`src/rtl/seq1011_pkg.sv`:
```
package seq1011_pkg;

  localparam int NUM_STATES = 5;
  localparam int PAT_LEN    = NUM_STATES - 1;

  localparam int IDX_IDLE   = 0;
  localparam int IDX_SEEN1  = 1;
  localparam int IDX_SEEN10 = 2;
  localparam int IDX_SEEN101 = 3;
  localparam int IDX_MATCH  = 4;

  typedef logic [NUM_STATES-1:0] state_vec_t;

  localparam state_vec_t IDLE_VEC = state_vec_t'(1) << IDX_IDLE;

endpackage

```
`src/rtl/seq1011_next_state.sv`:
```
module seq1011_next_state
  import seq1011_pkg::*;
(
  input  state_vec_t cur_state,
  input  logic       bit_in,
  output state_vec_t nxt_state
);

  logic bit_n;
  assign bit_n = ~bit_in;

  // Each term is the single active-state bit ANDed with the input or its complement.
  always_comb begin
    nxt_state              = '0;
    nxt_state[IDX_IDLE]    = (cur_state[IDX_IDLE]   & bit_n)
                           | (cur_state[IDX_SEEN10] & bit_n);
    nxt_state[IDX_SEEN1]   = (cur_state[IDX_IDLE]   & bit_in)
                           | (cur_state[IDX_SEEN1]  & bit_in)
                           | (cur_state[IDX_MATCH]  & bit_in);
    nxt_state[IDX_SEEN10]  = (cur_state[IDX_SEEN1]   & bit_n)
                           | (cur_state[IDX_SEEN101] & bit_n)
                           | (cur_state[IDX_MATCH]   & bit_n);
    nxt_state[IDX_SEEN101] = cur_state[IDX_SEEN10]  & bit_in;
    nxt_state[IDX_MATCH]   = cur_state[IDX_SEEN101] & bit_in;
  end

endmodule

```
`src/rtl/seq1011_state_reg.sv`:
```
module seq1011_state_reg #(
  parameter int               WIDTH     = 5,
  parameter logic [WIDTH-1:0] RESET_VEC = '0
) (
  input  logic             clk,
  input  logic             rst_n,
  input  logic [WIDTH-1:0] d,
  output logic [WIDTH-1:0] q
);

  for (genvar i = 0; i < WIDTH; i++) begin : g_bit
    if (RESET_VEC[i]) begin : g_preset
      always_ff @(posedge clk or negedge rst_n) begin
        if (!rst_n) q[i] <= 1'b1;
        else        q[i] <= d[i];
      end
    end else begin : g_clear
      always_ff @(posedge clk or negedge rst_n) begin
        if (!rst_n) q[i] <= 1'b0;
        else        q[i] <= d[i];
      end
    end
  end

endmodule

```
`src/rtl/seq1011_detector.sv`:
```
module seq1011_detector
  import seq1011_pkg::*;
(
  input  logic                  clk,
  input  logic                  rst_n,
  input  logic                  serial_in,
  output logic                  detect,
  output logic [NUM_STATES-1:0] state_vec
);

  state_vec_t state_q;
  state_vec_t state_d;

  seq1011_next_state u_next (
    .cur_state (state_q),
    .bit_in    (serial_in),
    .nxt_state (state_d)
  );

  seq1011_state_reg #(
    .WIDTH     (NUM_STATES),
    .RESET_VEC (IDLE_VEC)
  ) u_sreg (
    .clk   (clk),
    .rst_n (rst_n),
    .d     (state_d),
    .q     (state_q)
  );

  assign detect    = state_q[IDX_MATCH];
  assign state_vec = state_q;

  AST_STATE_ONE_HOT: assert property (@(posedge clk) disable iff (!rst_n)
    $countones(state_q) == 1);

  AST_MATCH_AFTER_101_1: assert property (@(posedge clk) disable iff (!rst_n)
    state_q[IDX_SEEN101] && serial_in |=> detect);

  AST_DETECT_NOT_TWICE: assert property (@(posedge clk) disable iff (!rst_n)
    detect |=> !detect);

  AST_SEEN10_ZERO_IDLE: assert property (@(posedge clk) disable iff (!rst_n)
    state_q[IDX_SEEN10] && !serial_in |=> state_vec[IDX_IDLE]);

  AST_MATCH_ONE_REENTRY: assert property (@(posedge clk) disable iff (!rst_n)
    detect && serial_in |=> state_vec[IDX_SEEN1]);

  AST_MATCH_ZERO_REENTRY: assert property (@(posedge clk) disable iff (!rst_n)
    detect && !serial_in |=> state_vec[IDX_SEEN10]);

endmodule

```
`config.mk`:
```
export PLATFORM = sky130hd
export DESIGN_NAME = seq1011_detector
export DESIGN_NICKNAME = d
export VERILOG_FILES = /design/src/rtl/seq1011_pkg.sv /design/src/rtl/seq1011_next_state.sv /design/src/rtl/seq1011_state_reg.sv /design/src/rtl/seq1011_detector.sv
export SDC_FILE = /design/constraint.sdc
export NUM_CORES = 1
export LEC_CHECK = 0
export ABC_AREA = 1
export BUFFER_PORTS_ARGS = -buffer_cell sky130_fd_sc_hd__buf_2
export CAP_MARGIN = 20
export CELL_PAD_IN_SITES_DETAIL_PLACEMENT = 1
export CELL_PAD_IN_SITES_GLOBAL_PLACEMENT = 1
export CORE_AREA = 2 2 39 41
export DETAILED_ROUTE_END_ITERATION = 16
export DIE_AREA = 0 0 41 43
export PLACE_DENSITY = 0.38
export SYNTH_ARGS = -nofsm -noshare
export SYNTH_HDL_FRONTEND = slang
export SYNTH_SLANG_ARGS = --single-unit
```
`constraint.sdc`:
```
create_clock -name clk -period 1.2 [get_ports clk]
set_input_delay 0.12 -clock clk [delete_from_list [all_inputs] [get_ports clk]]
set_output_delay 0.12 -clock clk [all_outputs]
set_load 0.02 [all_outputs]
```
==> summary.md, run 1 <==
| Metric | Value |
|---|---|
| Antenna-violating nets left | 0 |
| Outcome | complete, no violations |
| Ys Warns | 0 |
| Biggest registers after layout | u_sreg.q (5) |
| Fin crit share | 0.877 |
| Max Cap Violations | 0 |
| Reg2reg setup slack | 0.47 ns |
| Post-CTS Setup Bufs | 0 |
| Clock Path Buffers | 2 |
| Maximum clock frequency | 951 MHz |
| CTS tree | done |
| Buf/Inv on CP | 1 |
| Clk sink count | 5 |
| Post-Syn Area | 193 um^2 |
| WL/cell | 8.92 um |
| Final hold violation count | 0 |
| Clock Latency Late Sink | 0.24 ns |
| Residual DRC | 0 |
| Pin count of the biggest net entering global routing | 8 |
| Vias per inst | 3.31 |
| N_diodes | 0 |
| Worst Skew | 0.00306 ns |
| Yosys reg bits | 5 |
| Final setup violation count | 0 |
| Vias in the first global route | 172 |
| Hold bufs inserted after CTS | 1 |
| Worst slew margin | 0.913 |
| Die height | 43 um |
| Worst Max-Slew Pin Slew | 0.131 ns |
| CP delay by family, top | flip-flops |
| Count of mapped cells out of synthesis | 21 |
| Worst path required time | 1.08 ns |
| Pre-Repair DR Iteration Count | 2 |
| Net count after synthesis | 24 |
| Grt total ovfl | 0 |
| Final #Nets | 37 |
| CORE AREA | 1380 um^2 |
| Hold Crit Class | input pin to register |
| Crit. Startpoint | u_sreg.q[0] |
| Critical R2R Capture | u_sreg.q[0] |
| Cell row count | 14 |
| Final Instance Area | 282 um^2 |
| GRT Util Overall | 0.0665 |
| Die span in x | 41 um |
| Seq/Total Area, Yosys | 0.656 |
| Syn avg cell area | 9.18 um^2 |
| Number of flip-flops in the largest register | 5 |
| Setup_tns | 0 ns |
| Critical path depth | 1 |
| Max stage delay cell, worst path | dfstp_2 |
| RSZ-0062 raised after global routing | no |
| Pre-CTS setup slack | 0.396 ns |
| Static leakage | 0.169 nW |
| Placed inst area | 245 um^2 |
| First-pass GRT wire length | 676 um |
| IO Pins | 9 |
| Final Slew Violations | 0 |
| Slowest Stage Delay on Critical Path | 0.53 ns |
| Kind of critical path | register to primary output |
| Gpl congestion | 0.633 |
| Crit. End Element | primary output |
| Die Area | 1760 um^2 |
| Via count | 162 |
| Largest Register | u_sreg.q |
| Crit path arrival time | 0.93 ns |
| Distinct cells, synth | 8 |
| Detailed Route WL | 437 um |
| Initial antenna violation count | 0 |
| Layout cells sized above 1 | 0.394 |
| Cts bufs inserted | 3 |
| Min cycle time layout | 1.05 ns |
| PD cells | 1650 nW/um^2 |
| Crit-path cells | buf_2 |
| Port-buffer cells | 8 |
| HPWL Detailed | 331 um |
| Number of DRC markers in iteration 0 | 3 |
| CTS HTree Levels | 1 |
| Area grow syn2layout | 46.1% |
| Setup crit start kind | register |
| PostCTS Resize Cnt | 0 |
| Crit Path Max Fanout | 3 |
| End point of the critical path | state_vec[0] |
| Root Driver | clkbuf_4 |
| Worst r2r src | u_sreg.q[0] |
| Initial cell density of the core | 0.139 |
| R2R depth | 2 |
| Clk slew on worst S/H paths | 0.04 ns |
| Most frequent cells in the layout | nand2_1, buf_2, dfrtp_1 |
| Crit path setup slack, layout | 0.148 ns |
| Worst vdd ir | 453 uV |
layer usage:
metal	share of wire	GRT usage
met5	0	0
met4	0.0092	0.0800
met3	0.071	0.0314
met2	0.48	0.0813
met1	0.44	0.0717
worst min path at each step:
stage / from / end / cells after the start
global route: serial_in / u_sreg.q[0] / 2
detailed placement: rst_n / u_sreg.q[1] / 1
finish: serial_in / u_sreg.q[0] / 2
global placement: rst_n / u_sreg.q[1] / 1
floorplan: rst_n / u_sreg.q[1] / 0
CTS: serial_in / u_sreg.q[0] / 2
Yosys cell counts (all sizes together):
| cell | n | area (um^2) |
|---|---|---|
| inv | 3 | 11.3 |
| nand3 | 2 | 10.0 |
| nor2 | 2 | 7.51 |
| dfstp | 1 | 26.3 |
| buf | 1 | 7.51 |
| nand2 | 8 | 30.0 |
| dfrtp | 4 | 100 |
final cells by class:
type / count / area (um^2)
Multi-Input combinational cell: 12 / 47.5
Clock buffer: 4 / 26.3
Tap cell: 16 / 20.0
Timing Repair Buffer: 9 / 50.0
Fill cell: 170 / 1100
Sequential cell: 5 / 126
Inverter: 3 / 11.3
kinds of logic after synthesis:
group	count (synthesis)	share of synthesized area
DFF	5	0.656
and+or+nand+nor	12	0.247
buffers and inverters	4	0.0974
through the flow:
step	hold slack [ns]	total power [mW]	util	instances
after floorplan	-0.176	0.247	-	21
after global placement	-0.0585	0.277	0.177	44
after detailed placement	-0.0577	0.278	0.177	44
after CTS	0.100	0.479	0.203	49
after global routing	0.127	0.498	0.203	49
final	0.107	0.465	0.203	49
where the power goes:
part / switching [mW] / internal [mW]
Combinational: 0.0477 / 0.0262
Sequential: 0.0135 / 0.190
Clock: 0.0628 / 0.125
Total: 0.124 / 0.341
No activity file was read; power rests on OpenSTA's default activity.
==> inputs of run 2 (changes only) <==
ABC_AREA = default   (was 1)
CTS_CLUSTER_SIZE = 30   (was default)
PLACE_DENSITY = 0.34   (was 0.38)
==> run 2 against run 1 <==
Net effect: register-to-register slack got worse by 0.06 ns; synthesized cell count fell by 38%; via count fell by 9.9%; critical path type unchanged; highest routed layer is now met3; die area did not move; global-route usage fell by 0.58 points; critical endpoint unchanged; final cell count fell by 16%; first-iteration DRC count fell by 67%; fmax fell by 0.96%.
==> summary.md, run 2 <==
| Metric | Value |
|---|---|
| Top cells by area, synth | dfrtp_1, dfstp_2, and2_1, nor2_1, o31a_1 |
| Fin crit share | 0.885 |
| Area grow syn2layout | 51.8% |
| R2R depth | 1 |
| Hold Crit Class | input pin to register |
| Root Driver | clkbuf_4 |
| Simple-gate share of the synthesized area | 0.168 |
| Clock Path Buffers | 2 |
| Synth cell count leaders | dfrtp_1, nor2_1, and2_1 |
| Via count | 146 |
| Die Area | 1760 um^2 |
| Static leakage | 0.139 nW |
| Seq/Total Area, Yosys | 0.737 |
| Grt total ovfl | 0 |
| Synth Area in Compound Gates | 0.0511 |
| Crit-path cells | buf_2 |
| Clock network power share | 0.437 |
| Worst Skew | 0.00238 ns |
| Worst vdd ir | 481 uV |
| Gpl congestion | 0.623 |
| Cell row count | 14 |
| Worst Max-Slew Pin Slew | 0.155 ns |
| Vias per inst | 3.56 |
| N_diodes | 0 |
| GR Util met2 | 0.0656 |
| Global routing usage on met1 | 0.0693 |
| Largest Register | u_sreg.q |
| Ys flop type | dfrtp_1 |
| Commonest non-fill, non-tap cell in the layout | buf_2 |
| CORE AREA | 1380 um^2 |
| Post-Syn Area | 171 um^2 |
| Syn avg cell area | 13.2 um^2 |
| Pin count of the biggest net entering global routing | 6 |
| FF+latch area | 126 um^2 |
| Comb power frac | 0.126 |
| Post-CTS Setup Bufs | 0 |
| Setup crit start kind | register |
| Outcome | complete, no violations |
| Total chip power | 447 uW |
| Final #Nets | 29 |
| Multi-input combinational cell area | 37.5 um^2 |
| GRT Util Overall | 0.0607 |
| Ys Warns | 0 |
| First-pass GRT wire length | 621 um |
| Slowest Stage Delay on Critical Path | 0.54 ns |
| Worst path required time | 1.08 ns |
| Largest family of logic cells by synthesized area | simple AND/OR/NAND/NOR gates |
| Maximum clock frequency | 942 MHz |
| Initial antenna violation count | 0 |
| WL/cell | 9.63 um |
| Pre-Repair DR Iteration Count | 2 |
| Clock Latency Late Sink | 0.24 ns |
| Crit Path Max Fanout | 3 |
| Vias in the first global route | 146 |
| Clk sink count | 5 |
| Setup_tns | 0 ns |
| GRT Max-Usage Layer | met1 |
| Post-synthesis mux area share | 0 |
| Most frequent cells in the layout | buf_2, dfrtp_1, nor2_1, clkbuf_4, and2_1 |
| Number of flip-flops in the largest register | 5 |
| Max stage delay cell, worst path | dfstp_2 |
| Post-synth top area share | 0.584 |
| Distinct cells, synth | 7 |
| Worst r2r src | u_sreg.q[1] |
| CTS HTree Levels | 1 |
| Buf/Inv on CP | 1 |
| Switching part of the total | 0.256 |
| Antenna-violating nets left | 0 |
| Top-count cell post-synth | dfrtp_1 |
| Crit path arrival time | 0.94 ns |
| Biggest registers after layout | u_sreg.q (5) |
| Residual DRC | 0 |
| P_int | 333 uW |
| Psw | 114 uW |
| Max Cap Violations | 0 |
| Final Core Density | 0.188 |
| Initial cell density of the core | 0.124 |
| Layout cells sized above 1 | 0.480 |
| Hold endpoint | u_sreg.q[0] |
| Xor and xnor fraction of the mapped netlist area | 0 |
| Cts bufs inserted | 3 |
| Met3 Use GR | 0.0628 |
| Die height | 43 um |
| Worst slew margin | 0.896 |
| Port-buffer cells | 8 |
| Share of synthesized flip-flops with an asynchronous set or reset | 1.00 |
| Filler cells | 165 |
| Kind of critical path | register to primary output |
| Min-delay src | serial_in |
| Count of mapped cells out of synthesis | 13 |
| Crit. End Element | primary output |
| Final Slew Violations | 0 |
| EDFF count, synth | 0 |
| Final setup violation count | 0 |
| Sequential share of power | 0.436 |
| Final hold violation count | 0 |
| Die span in x | 41 um |
| CTS tree | done |
| Detailed Route WL | 395 um |
| Number of DRC markers in iteration 0 | 1 |
| Net count after synthesis | 16 |
| Reg2reg setup slack | 0.41 ns |
| Clk slew on worst S/H paths | 0.04 ns |
| Min cycle time layout | 1.06 ns |
| Yosys reg bits | 5 |
| Hold Path Cell Cnt | 2 |
| CP delay by family, top | flip-flops |
| Post-Synth Adder-Cell Area | 0 |
| Critical R2R Capture | u_sreg.q[1] |
| RSZ-0062 raised after global routing | no |
| PostCTS Resize Cnt | 0 |
| Largest area contributor in the netlist | dfrtp_1 |
| PD cells | 1720 nW/um^2 |
| IO Pins | 9 |
[run 2: changes by cell type in the layout (fill, tap and decap cells not counted), sizes merged]
| cell | delta |
|---|---|
| nand2 | -8 |
| nor3 | +1 |
| o31a | +1 |
| and2 | +2 |
| nand3 | -2 |
| inv | -3 |
| nor2 | +1 |
[run 2: power by group through the flow]
stage	sequential, mW	combinational, mW	clock (mW)
floorplan	0.212	0.0153	0
global placement	0.197	0.0554	0
detailed placement	0.198	0.0542	0
CTS	0.196	0.0577	0.204
global route	0.197	0.0629	0.213
finish	0.195	0.0564	0.195
[run 2: worst max-delay path by stage]
stage	from	to	slack [ns]	cells past startpoint
finish	u_sreg.q[0]	state_vec[0]	0.14	1
detailed placement	u_sreg.q[0]	state_vec[0]	0.40	1
CTS	u_sreg.q[0]	state_vec[0]	0.12	1
floorplan	u_sreg.q[1]	u_sreg.q[1]	0.35	1
global placement	u_sreg.q[0]	state_vec[0]	0.41	1
global route	u_sreg.q[0]	state_vec[0]	0.11	1
[run 2: layout make-up]
| type | count | area share |
|---|---|---|
| tap | 16 | 0.0769 |
| timing repair buffer | 9 | 0.192 |
| sequential | 5 | 0.486 |
| clock buffer | 4 | 0.101 |
| multi-input combinational | 7 | 0.144 |
[run 2: what timing repair did]
item | in CTS | in global routing
hold endpoints to repair | 5 | 0
hold buffers | 1 | 0
setup endpoints to repair | 0 | 0
[run 2: logic make-up (layout without fill, tap and decap cells)]
| group | count (synthesis) | after routing |
|---|---|---|
| and+or+nand+nor | 6 | 6 |
| AOI/OAI and AO/OA | 1 | 1 |
| buffers and inverters | 1 | 13 |
| DFF | 5 | 5 |
[run 2: per-stage QoR]
| step | setup WS, ns | instance area, um^2 | hold WS, ns | instances |
|---|---|---|---|---|
| floorplan | 0.347 | 171 | -0.176 | 13 |
| global placement | 0.407 | 224 | -0.0553 | 36 |
| detailed placement | 0.398 | 224 | -0.0570 | 36 |
| CTS | 0.120 | 260 | 0.0474 | 41 |
| global route | 0.111 | 260 | 0.0686 | 41 |
| finish | 0.138 | 260 | 0.0505 | 41 |
[run 2: metal layers]
layer | routed length (um) | share of wire
met5 | 0 | 0
met2 | 151 | 0.38
met4 | 0 | 0
met1 | 186 | 0.47
met3 | 56 | 0.14
==> inputs of run 3 (changes only) <==
CTS_BUF_LIST = sky130_fd_sc_hd__clkbuf_8   (was default)
CTS_CLUSTER_SIZE = 14   (was 30)
SLEW_MARGIN = 0   (was default)
==> run 3 against run 2 <==
Net effect: flip-flop and latch count did not move; utilization up 1.4 points; total power grew 23%; via count unchanged; first-iteration DRC count grew to 3.0 times the previous value; cell area is 7.2% higher; setup slack better by 0.029 ns; worst hold slack better by 0.026 ns.
==> summary.md, run 3 (synthesis gave the netlist of run 2 again) <==
| Metric | Value |
|---|---|
| Outcome | complete, no violations |
| Total chip power | 552 uW |
| Setup crit start kind | register |
| Crit path arrival time | 0.91 ns |
| GRT Util Overall | 0.0658 |
| Setup_tns | 0 ns |
| CTS HTree Levels | 1 |
| PostCTS Resize Cnt | 0 |
| Worst slew margin | 0.894 |
| Max stage delay cell, worst path | dfstp_2 |
| Hold bufs inserted after CTS | 1 |
| Area grow syn2layout | 62.8% |
| Clock Latency Late Sink | 0.22 ns |
| CTS tree | done |
| Crit Path Max Fanout | 3 |
| Final hold violation count | 0 |
| Kind of critical path | register to primary output |
| Hold Path Cell Cnt | 2 |
| Reg2reg setup slack | 0.41 ns |
| Cell row count | 14 |
| R2R depth | 1 |
| Antenna-violating nets left | 0 |
| CP delay by family, top | flip-flops |
| Worst Skew | 0.00154 ns |
| Cts bufs inserted | 3 |
| Worst path required time | 1.08 ns |
| Pin count of the biggest net entering global routing | 6 |
| Most frequent cells in the layout | buf_2, dfrtp_1, nor2_1, clkbuf_8, and2_1 |
| Static leakage | 0.151 nW |
| Grt total ovfl | 0 |
| Min cycle time layout | 1.03 ns |
| Final setup violation count | 0 |
| WL/cell | 9.90 um |
| Maximum clock frequency | 968 MHz |
| Port-buffer cells | 8 |
| Largest Register | u_sreg.q |
| Multi-input combinational cell area | 37.5 um^2 |
| IO Pins | 9 |
| Max Cap Violations | 0 |
| Vias per inst | 3.56 |
| Root Driver | clkbuf_8 |
| Number of flip-flops in the largest register | 5 |
| Filler cells | 166 |
| Layout cells sized above 1 | 0.480 |
| Residual DRC | 0 |
| Die height | 43 um |
| Hold Crit Class | input pin to register |
| Via count | 146 |
| Pre-Repair DR Iteration Count | 3 |
| Worst r2r src | u_sreg.q[1] |
| Worst vdd ir | 655 uV |
| Gpl congestion | 0.623 |
| Clk sink count | 5 |
| Min-delay src | serial_in |
| Worst Max-Slew Pin Slew | 0.158 ns |
| Biggest registers after layout | u_sreg.q (5) |
| Initial cell density of the core | 0.124 |
| Number of DRC markers in iteration 0 | 3 |
| FF+latch area | 126 um^2 |
| Commonest non-fill, non-tap cell in the layout | buf_2 |
| Critical R2R Capture | u_sreg.q[1] |
| PD cells | 1980 nW/um^2 |
| Crit. End Element | primary output |
| Die Area | 1760 um^2 |
| Post-CTS Setup Bufs | 0 |
| Buf/Inv on CP | 1 |
| Fin crit share | 0.861 |
| Final #Nets | 29 |
| Hold endpoint | u_sreg.q[0] |
| Clk slew on worst S/H paths | 0.03 ns |
| N_diodes | 0 |
| Clock Path Buffers | 2 |
| Detailed Route WL | 406 um |
| Slowest Stage Delay on Critical Path | 0.53 ns |
| Vias in the first global route | 156 |
| RSZ-0062 raised after global routing | no |
| CORE AREA | 1380 um^2 |
| Crit-path cells | buf_2 |
| Die span in x | 41 um |
| Final Slew Violations | 0 |
| Initial antenna violation count | 0 |
| First-pass GRT wire length | 676 um |
==> run 3: changes by cell type in the layout (fill, tap and decap cells not counted), sizes merged <==
cell,previous run,this run
inv,0,1
clkbuf,4,3
==> run 3: layout make-up <==
| class | instances | area share |
|---|---|---|
| clock buffer | 3 | 0.148 |
| multi-input combinational | 7 | 0.135 |
| tap | 16 | 0.0717 |
| timing repair buffer | 9 | 0.179 |
| sequential | 5 | 0.453 |
| clock inverter | 1 | 0.0135 |
==> run 3: metrics by stage <==
step	area, um^2	util	cells	setup slack [ns]	hold slack, ns
floorplan	171	-	13	0.347	-0.176
global placement	224	0.162	36	0.407	-0.0553
detailed placement	224	0.162	36	0.398	-0.0570
CTS	279	0.202	41	0.152	0.0834
global route	279	0.202	41	0.140	0.103
finish	279	0.202	41	0.167	0.0769
==> run 3: per-layer routing <==
layer	track usage	routed length (um)	vias up
li1	-	-	65
met1	0.0726	186	70
met2	0.0781	164	11
met3	0.0628	55	0
met4	0.0400	0	0
met5	0	0	-
==> run 3: power breakdown <==
part,internal (mW),switching [mW],total [mW]
Clock,0.219,0.0809,0.300
Combinational,0.0221,0.0342,0.0564
Sequential,0.185,0.0105,0.196
==> run 3: how the worst max path moves through the flow <==
stage,to,cells past startpoint,startpoint
finish,state_vec[0],1,u_sreg.q[0]
global route,state_vec[0],1,u_sreg.q[0]
CTS,state_vec[0],1,u_sreg.q[0]
detailed placement,state_vec[0],1,u_sreg.q[0]
global placement,state_vec[0],1,u_sreg.q[0]
floorplan,u_sreg.q[1],1,u_sreg.q[1]
